[src/rtl/crf_pkg.sv]
package crf_pkg;
  typedef enum logic [1:0] {
    REC_HDR  = 2'd0,
    REC_MSG  = 2'd1,
    REC_TERM = 2'd2
  } rec_kind_e;

  localparam logic [2:0] SYNC_NONE     = 3'd0;
  localparam logic [2:0] ERR_MULTI_MIN = 3'b100;

  function automatic logic [23:0] pack_msg(input logic [31:0] cw,
                                           input logic [2:0]  err);
    return {cw[30:23], cw[22:15], cw[14:11], err, cw[31]};
  endfunction
endpackage

[src/rtl/crf_rst_sync.sv]
module crf_rst_sync (
  input  logic clk,
  input  logic rst_n,
  output logic rst_sync_n
);
  logic [1:0] sh_q;

  always_ff @(posedge clk or negedge rst_n) begin
    if (!rst_n) sh_q <= 2'b00;
    else        sh_q <= {sh_q[0], 1'b1};
  end

  assign rst_sync_n = sh_q[1];
endmodule

[src/rtl/crf_classify.sv]
module crf_classify
  import crf_pkg::*;
(
  input  logic        clk,
  input  logic        rst_n,
  input  logic        cw_valid,
  input  logic [31:0] cw_data,
  input  logic [2:0]  cw_err,
  input  logic        cw_is_hdr,
  input  logic [2:0]  hit_user,
  input  logic [1:0]  hit_fn,
  input  logic [2:0]  sync_id,
  input  logic        data_fail,
  input  logic        term_evt,
  input  logic        term_cause,
  input  logic        cont_mode,
  output logic        rec_valid,
  output rec_kind_e   rec_kind,
  output logic [23:0] rec_data,
  output logic        rec_close
);
  logic call_q, call_d;
  logic df, heavy, hdr_ev, msg_ev, term_ev, concat;
  logic [2:0] hdr_err;

  always_comb begin
    df      = data_fail | (sync_id == SYNC_NONE);
    heavy   = (cw_err >= ERR_MULTI_MIN);
    hdr_ev  = cw_valid & cw_is_hdr & ~cont_mode;
    msg_ev  = cw_valid & (cont_mode |
              (call_q & ~cw_is_hdr & (cw_data[31] | heavy)));
    term_ev = term_evt & call_q & ~cont_mode & ~hdr_ev & ~msg_ev;
    concat  = hdr_ev & call_q;
    hdr_err = concat ? {1'b0, cw_err[1:0]} : cw_err;

    rec_valid = hdr_ev | msg_ev | term_ev;
    rec_close = concat | term_ev;
    rec_kind  = REC_MSG;
    rec_data  = pack_msg(cw_data, cw_err);
    if (hdr_ev) begin
      rec_kind = REC_HDR;
      rec_data = {1'b0, sync_id, hit_user, df,
                  1'b0, sync_id, hit_user, 1'b0,
                  2'b00, hit_fn[0], hit_fn[1], hdr_err, 1'b0};
    end else if (term_ev) begin
      rec_kind = REC_TERM;
      rec_data = {term_cause, sync_id, 3'b000, df,
                  term_cause, sync_id, 3'b000, 1'b0,
                  4'b0000, 1'b0, cw_err[1:0], 1'b0};
    end
  end

  always_comb begin
    call_d = call_q;
    if (cont_mode)    call_d = 1'b0;
    else if (hdr_ev)  call_d = 1'b1;
    else if (term_ev) call_d = 1'b0;
  end

  always_ff @(posedge clk or negedge rst_n) begin
    if (!rst_n) call_q <= 1'b0;
    else        call_q <= call_d;
  end

  AST_HDR_OPENS: assert property (@(posedge clk) disable iff (!rst_n)
    (cw_valid && cw_is_hdr && !cont_mode) |=> call_q);
  AST_CONT_CLOSED: assert property (@(posedge clk) disable iff (!rst_n)
    cont_mode |=> !call_q);
endmodule

[src/rtl/crf_writer.sv]
module crf_writer
  import crf_pkg::*;
#(
  parameter int DEPTH = 128,
  parameter int AW    = $clog2(DEPTH),
  parameter int PW    = AW + 1
) (
  input  logic          clk,
  input  logic          rst_n,
  input  logic          rec_valid,
  input  rec_kind_e     rec_kind,
  input  logic [23:0]   rec_data,
  input  logic          rec_close,
  input  logic [PW-1:0] rd_ptr,
  output logic          buf_we,
  output logic [AW-1:0] buf_addr,
  output logic [7:0]    buf_wdata,
  output logic          close_done,
  output logic          full,
  output logic [PW-1:0] fill
);
  localparam logic [PW-1:0] DEPTH_P = PW'(DEPTH);

  logic          busy_q, busy_d;
  logic [1:0]    cnt_q, cnt_d;
  logic [23:0]   data_q, data_d;
  rec_kind_e     kind_q, kind_d;
  logic          close_q, close_d;
  logic [PW-1:0] wr_q, wr_d;
  logic          last, accept;

  always_comb begin
    fill   = wr_q - rd_ptr;
    full   = (fill == DEPTH_P);
    last   = busy_q & (cnt_q == 2'd2);
    accept = rec_valid & (~busy_q | last);
    buf_we = busy_q & ~full;
    buf_addr = wr_q[AW-1:0];
    case (cnt_q)
      2'd0:    buf_wdata = data_q[23:16];
      2'd1:    buf_wdata = data_q[15:8];
      default: buf_wdata = data_q[7:0];
    endcase
    close_done = last & close_q;
  end

  always_comb begin
    busy_d  = busy_q;
    cnt_d   = cnt_q;
    data_d  = data_q;
    kind_d  = kind_q;
    close_d = close_q;
    wr_d    = wr_q + {{(PW-1){1'b0}}, buf_we};
    if (accept) begin
      busy_d  = 1'b1;
      cnt_d   = 2'd0;
      data_d  = rec_data;
      kind_d  = rec_kind;
      close_d = rec_close;
    end else if (last) begin
      busy_d  = 1'b0;
    end else if (busy_q) begin
      cnt_d   = cnt_q + 2'd1;
    end
  end

  always_ff @(posedge clk or negedge rst_n) begin
    if (!rst_n) begin
      busy_q  <= 1'b0;
      cnt_q   <= 2'd0;
      data_q  <= 24'd0;
      kind_q  <= REC_MSG;
      close_q <= 1'b0;
      wr_q    <= '0;
    end else begin
      busy_q  <= busy_d;
      cnt_q   <= cnt_d;
      data_q  <= data_d;
      kind_q  <= kind_d;
      close_q <= close_d;
      wr_q    <= wr_d;
    end
  end

  AST_REC_SPACING: assert property (@(posedge clk) disable iff (!rst_n)
    rec_valid |-> (!busy_q || last));
  AST_ADDR_STEP: assert property (@(posedge clk) disable iff (!rst_n)
    buf_we |=> (buf_addr == $past(buf_addr) + AW'(1)));
  AST_FILL_BOUND: assert property (@(posedge clk) disable iff (!rst_n)
    fill <= DEPTH_P);
  AST_TERM_E3: assert property (@(posedge clk) disable iff (!rst_n)
    (buf_we && kind_q == REC_TERM && cnt_q == 2'd2) |-> !buf_wdata[3]);
endmodule

[src/rtl/crf_xfer_req.sv]
module crf_xfer_req #(
  parameter int PW = 8
) (
  input  logic          clk,
  input  logic          rst_n,
  input  logic          sync_slot,
  input  logic          close_done,
  input  logic          full,
  input  logic [PW-1:0] fill,
  output logic          xfer_irq
);
  logic irq_q, irq_d, set, empty;

  always_comb begin
    empty = (fill == '0);
    set   = (sync_slot & ~empty) | close_done | full;
    irq_d = irq_q;
    if (set)        irq_d = 1'b1;
    else if (empty) irq_d = 1'b0;
  end

  always_ff @(posedge clk or negedge rst_n) begin
    if (!rst_n) irq_q <= 1'b0;
    else        irq_q <= irq_d;
  end

  assign xfer_irq = irq_q;

  AST_IRQ_ON_FULL: assert property (@(posedge clk) disable iff (!rst_n)
    full |=> xfer_irq);
  AST_IRQ_ON_CLOSE: assert property (@(posedge clk) disable iff (!rst_n)
    close_done |=> xfer_irq);
endmodule

[src/rtl/call_record_fmt.sv]
module call_record_fmt
  import crf_pkg::*;
#(
  parameter int DEPTH = 128,
  localparam int AW   = $clog2(DEPTH),
  localparam int PW   = AW + 1
) (
  input  logic          clk,
  input  logic          rst_n,
  input  logic          cw_valid,
  input  logic [31:0]   cw_data,
  input  logic [2:0]    cw_err,
  input  logic          cw_is_hdr,
  input  logic [2:0]    hit_user,
  input  logic [1:0]    hit_fn,
  input  logic [2:0]    sync_id,
  input  logic          data_fail,
  input  logic          term_evt,
  input  logic          term_cause,
  input  logic          cont_mode,
  input  logic          sync_slot,
  input  logic [PW-1:0] rd_ptr,
  output logic          buf_we,
  output logic [AW-1:0] buf_addr,
  output logic [7:0]    buf_wdata,
  output logic          xfer_irq
);
  logic          rst_sync_n;
  logic          rec_valid, rec_close, close_done, full;
  rec_kind_e     rec_kind;
  logic [23:0]   rec_data;
  logic [PW-1:0] fill;

  crf_rst_sync u_rst (
    .clk(clk), .rst_n(rst_n), .rst_sync_n(rst_sync_n)
  );

  crf_classify u_cls (
    .clk(clk), .rst_n(rst_sync_n),
    .cw_valid(cw_valid), .cw_data(cw_data), .cw_err(cw_err),
    .cw_is_hdr(cw_is_hdr), .hit_user(hit_user), .hit_fn(hit_fn),
    .sync_id(sync_id), .data_fail(data_fail),
    .term_evt(term_evt), .term_cause(term_cause), .cont_mode(cont_mode),
    .rec_valid(rec_valid), .rec_kind(rec_kind), .rec_data(rec_data),
    .rec_close(rec_close)
  );

  crf_writer #(.DEPTH(DEPTH), .AW(AW), .PW(PW)) u_wr (
    .clk(clk), .rst_n(rst_sync_n),
    .rec_valid(rec_valid), .rec_kind(rec_kind), .rec_data(rec_data),
    .rec_close(rec_close), .rd_ptr(rd_ptr),
    .buf_we(buf_we), .buf_addr(buf_addr), .buf_wdata(buf_wdata),
    .close_done(close_done), .full(full), .fill(fill)
  );

  crf_xfer_req #(.PW(PW)) u_xf (
    .clk(clk), .rst_n(rst_sync_n),
    .sync_slot(sync_slot), .close_done(close_done), .full(full),
    .fill(fill), .xfer_irq(xfer_irq)
  );
endmodule

[config.mk]
export PLATFORM = sky130hd
export DESIGN_NAME = call_record_fmt
export DESIGN_NICKNAME = d
export VERILOG_FILES = /design/src/rtl/crf_pkg.sv /design/src/rtl/crf_rst_sync.sv /design/src/rtl/crf_classify.sv /design/src/rtl/crf_writer.sv /design/src/rtl/crf_xfer_req.sv /design/src/rtl/call_record_fmt.sv
export SDC_FILE = /design/constraint.sdc
export NUM_CORES = 1
export LEC_CHECK = 0
export ABC_AREA = 0
export BUFFER_PORTS_ARGS = -buffer_cell sky130_fd_sc_hd__clkbuf_2
export CAP_MARGIN = 20
export CORE_ASPECT_RATIO = 0.6
export CORE_MARGIN = 4
export CORE_UTILIZATION = 30
export DETAILED_ROUTE_END_ITERATION = 7
export GPL_TIMING_DRIVEN = 1
export SKIP_LAST_GASP = 1
export SLEW_MARGIN = 10
export SYNTH_ARGS = -nofsm -noshare
export SYNTH_HDL_FRONTEND = slang
export SYNTH_SLANG_ARGS = --single-unit
[constraint.sdc]
create_clock -name clk -period 3.66 [get_ports clk]
set_input_delay 0.915 -clock clk [delete_from_list [all_inputs] [get_ports clk]]
set_output_delay 0.915 -clock clk [all_outputs]
set_load 0.02 [all_outputs]
==> flow_summary.ini <==
[drt]
drt_wl_total_mm = 5.72
drtIter0Drc = 131
wl_per_cell_um = 13.6
first_pass_iters = 4
antenna_left = 0
drc = 0
route.vias.total = 1916
via_per_inst = 4.57

[yosys]
syn_nets = 318
yosys_register_bits = 40
synth_ff_type = dfrtp_1
yosys_warnings = 0
ys_types = 39
synth_edf_count = 0
synthCells = 246
synth_area_um2 = 2270
synthArstFlopShare_pct = 100
ys_seq_area_share_pct = 44.1
avgSynthCellArea_um2 = 9.22

[pwr]
fin_total_pwr_mw = 2.51
power_density_nw_per_um2 = 856
ir_drop_mv = 0.248
leakagePower_nw = 1.41

[die]
die-area_um2 = 9060
start_util_pct = 31.1
die_h_um = 75.4
num_rows = 24
die_w_um = 120
ioPinCount = 77
core_area_um2 = 7300

[cells_and_area]
fin_cells = 419
fillers = 741
stdcell_area_um2 = 2930
diodes = 0
finalCoreUtilization_pct = 40.2
layout-drive-gt1-share_pct = 31.1
final_nets = 386
syn_to_final_growth_pct = 29.3

[global_routing]
antenna_found_initial = 0
grt_max_degree = 39
grt_pass1_vias = 1809
grt_usage_pct = 13.0
gr-total-overflow = 0
grt_pass1_wl_mm = 9.10

[worst_setup_path]
cpPeakStageDelay_ns = 0.43
cp_slowest_cell = a2111o_1
endpoint_kind = output port
cp_data_arrival_time_ns = 2.68
cp_num_buf_inv = 3
start_kind = input port
required_ns = 2.74
path_cells = clkbuf_2, inv_1, ha_4, nand2b_2, a21oi_2, a2111oi_4, o21bai_1, a2111o_1, o21a_1, clkbuf_4
critPathKind = input port to output port
critPathTopFamily = compound AO/OA/AOI/OAI gates
critPathMaxFanout = 3

[clock_tree]
cts_sinks = 40
h-tree-depth = 2
clk_latency_ns = 0.28
cts_tree = done
cts_root_buf = clkbuf_16
hold_buffers = 0
clk_pin_slew_ns = 0.06
cts_buffers = 5
clock_path_buffers = 2

[sta]
fmax_mhz = 278
setup_viol = 0
worst_slew_pin_slew_ns = 0.905
hold_violations = 0
maxSlewHeadroom_pct = 39.5
slew_viol_final = 0
fin_crit_sh_pct = 98.2
setup_ws_ns = 0.0659
fin_skew_ns = 0.00471
finalCriticalPeriod_ns = 3.59

[placement]
placed_area_um2 = 2700
dp.cells = 408
gp_congestion = 0.807
portBuffers = 65
hpwl_mm = 4.38
dpl_worst_slack_ns = -0.00857

[min_path]
worstHoldPathType = flip-flop to asynchronous set/reset pin

[status]
status = completed

[run]
drv_cap = 0
## area by class of cell
class	instances	area (um2)	share of cell area, %
clock buffer	5	125	4.27
sequential	40	1000	34.1
clock inverter	3	42.5	1.45
timing repair buffer	75	403	13.7
multi-input combinational	181	1190	40.6
inverter	11	41.3	1.41
tap	104	130	4.44
## cells in the mapped netlist, types with 2 or more instances
| library cell | n | area, um2 |
|---|---|---|
| o21a_1 | 2 | 15.0 |
| dfrtp_1 | 40 | 1000 |
| buf_4 | 7 | 52.6 |
| ha_1 | 12 | 150 |
| nand2_1 | 44 | 165 |
| xnor2_1 | 6 | 52.6 |
| nor2b_1 | 9 | 56.3 |
| a21o_1 | 2 | 15.0 |
| nor3_1 | 5 | 25.0 |
| a22oi_1 | 16 | 120 |
| o31ai_1 | 3 | 22.5 |
| nand3_1 | 4 | 20.0 |
| o21ai_0 | 11 | 55.1 |
| a22o_1 | 5 | 43.8 |
| xor2_1 | 3 | 26.3 |
| nor2_1 | 15 | 56.3 |
| buf_2 | 2 | 10.0 |
| clkbuf_1 | 5 | 18.8 |
| mux2i_1 | 3 | 30.0 |
| a21oi_1 | 22 | 110 |
| inv_1 | 11 | 41.3 |
| and3_1 | 2 | 12.5 |
## through the flow
stage / hold slack, ns / TNS [ns]
after floorplan: 0.331 / 0
after global placement: 0.314 / 0
after detailed placement: 0.315 / -0.00857
after CTS: 0.322 / 0
after global routing: 0.358 / -0.0270
final: 0.293 / 0
## worst paths after layout
check | slack [ns] | from | end | cells past startpoint
worst max-delay path | 0.07 | rd_ptr[1] | buf_we | 10
worst min-delay path | 0.29 | u_rst.sh_q[1] | u_wr.data_q[18] | 1
worst max register to register | 0.63 | u_wr.wr_q[2] | u_wr.wr_q[6] | 13
worst min register to register | 0.29 | u_rst.sh_q[1] | u_wr.data_q[18] | 1
max in group asynchronous | 3.02 | u_rst.sh_q[1] | u_wr.wr_q[1] | 1
min in group clk | 0.35 | u_rst.sh_q[0] | u_rst.sh_q[1] | 0
## placed cells by master, fill, tap and decap left out, types with 2 or more instances in the layout
cell type / count
clkbuf_2: 64
nor2_1: 14
clkbuf_16: 5
xor2_1: 3
ha_1: 7
a21o_1: 2
inv_1: 10
ha_2: 2
a22oi_1: 16
dfrtp_1: 40
o21ai_0: 11
mux2i_1: 3
nor2b_1: 9
nand3_1: 4
ha_4: 3
nand2_1: 44
o21a_1: 2
buf_4: 10
o31ai_1: 3
a21oi_1: 22
nor3_1: 5
nor2_2: 2
and3_1: 2
xnor2_1: 6
a22o_1: 5
## power by group
group / internal (mW) / total, mW / switching (mW) / leakage, nW
Clock: 0.320 / 0.493 / 0.173 / 0.0798
Combinational: 0.509 / 1.24 / 0.728 / 0.854
Sequential: 0.633 / 0.779 / 0.147 / 0.480
Total: 1.46 / 2.51 / 1.05 / 1.41
## routing by layer
| metal | routed length (um) | track usage [%] | vias to the layer above | share of wire [%] |
|---|---|---|---|---|
| li1 | - | - | 990 | - |
| met1 | 3040 | 19.3 | 873 | 53 |
| met2 | 2280 | 18.1 | 49 | 40 |
| met3 | 345 | 4.15 | 4 | 6.0 |
| met4 | 45 | 3.77 | 0 | 0.79 |
| met5 | 0 | 0 | - | 0 |
## cells by family after synthesis
logic type	share of synthesized area, %
AO/OA/AOI/OAI	22.2
XOR/XNOR	3.48
adder cells (fa/ha/maj)	6.62
buffers and inverters	5.41
flip-flops	44.1
multiplexers	1.99
other	0.165
AND/OR/NAND/NOR	16.0
## flip-flops by register name (all words and copies together), names as in the netlist
signal and flops:
u_wr.data_q 24, u_wr.wr_q 8, u_rst.sh_q 2, u_wr.cnt_q 2, u_cls.call_q 1, u_wr.busy_q 1
u_wr.close_q 1, u_xf.xfer_irq 1
## repair_timing
item                                    4_1_cts  5_1_grt
endpoints found under the setup margin        1        1
setup buffers                                 0        3
resized for setup                             1        7
pin swaps                                     1        2
Note: power is estimated with default switching activity, not from simulation.
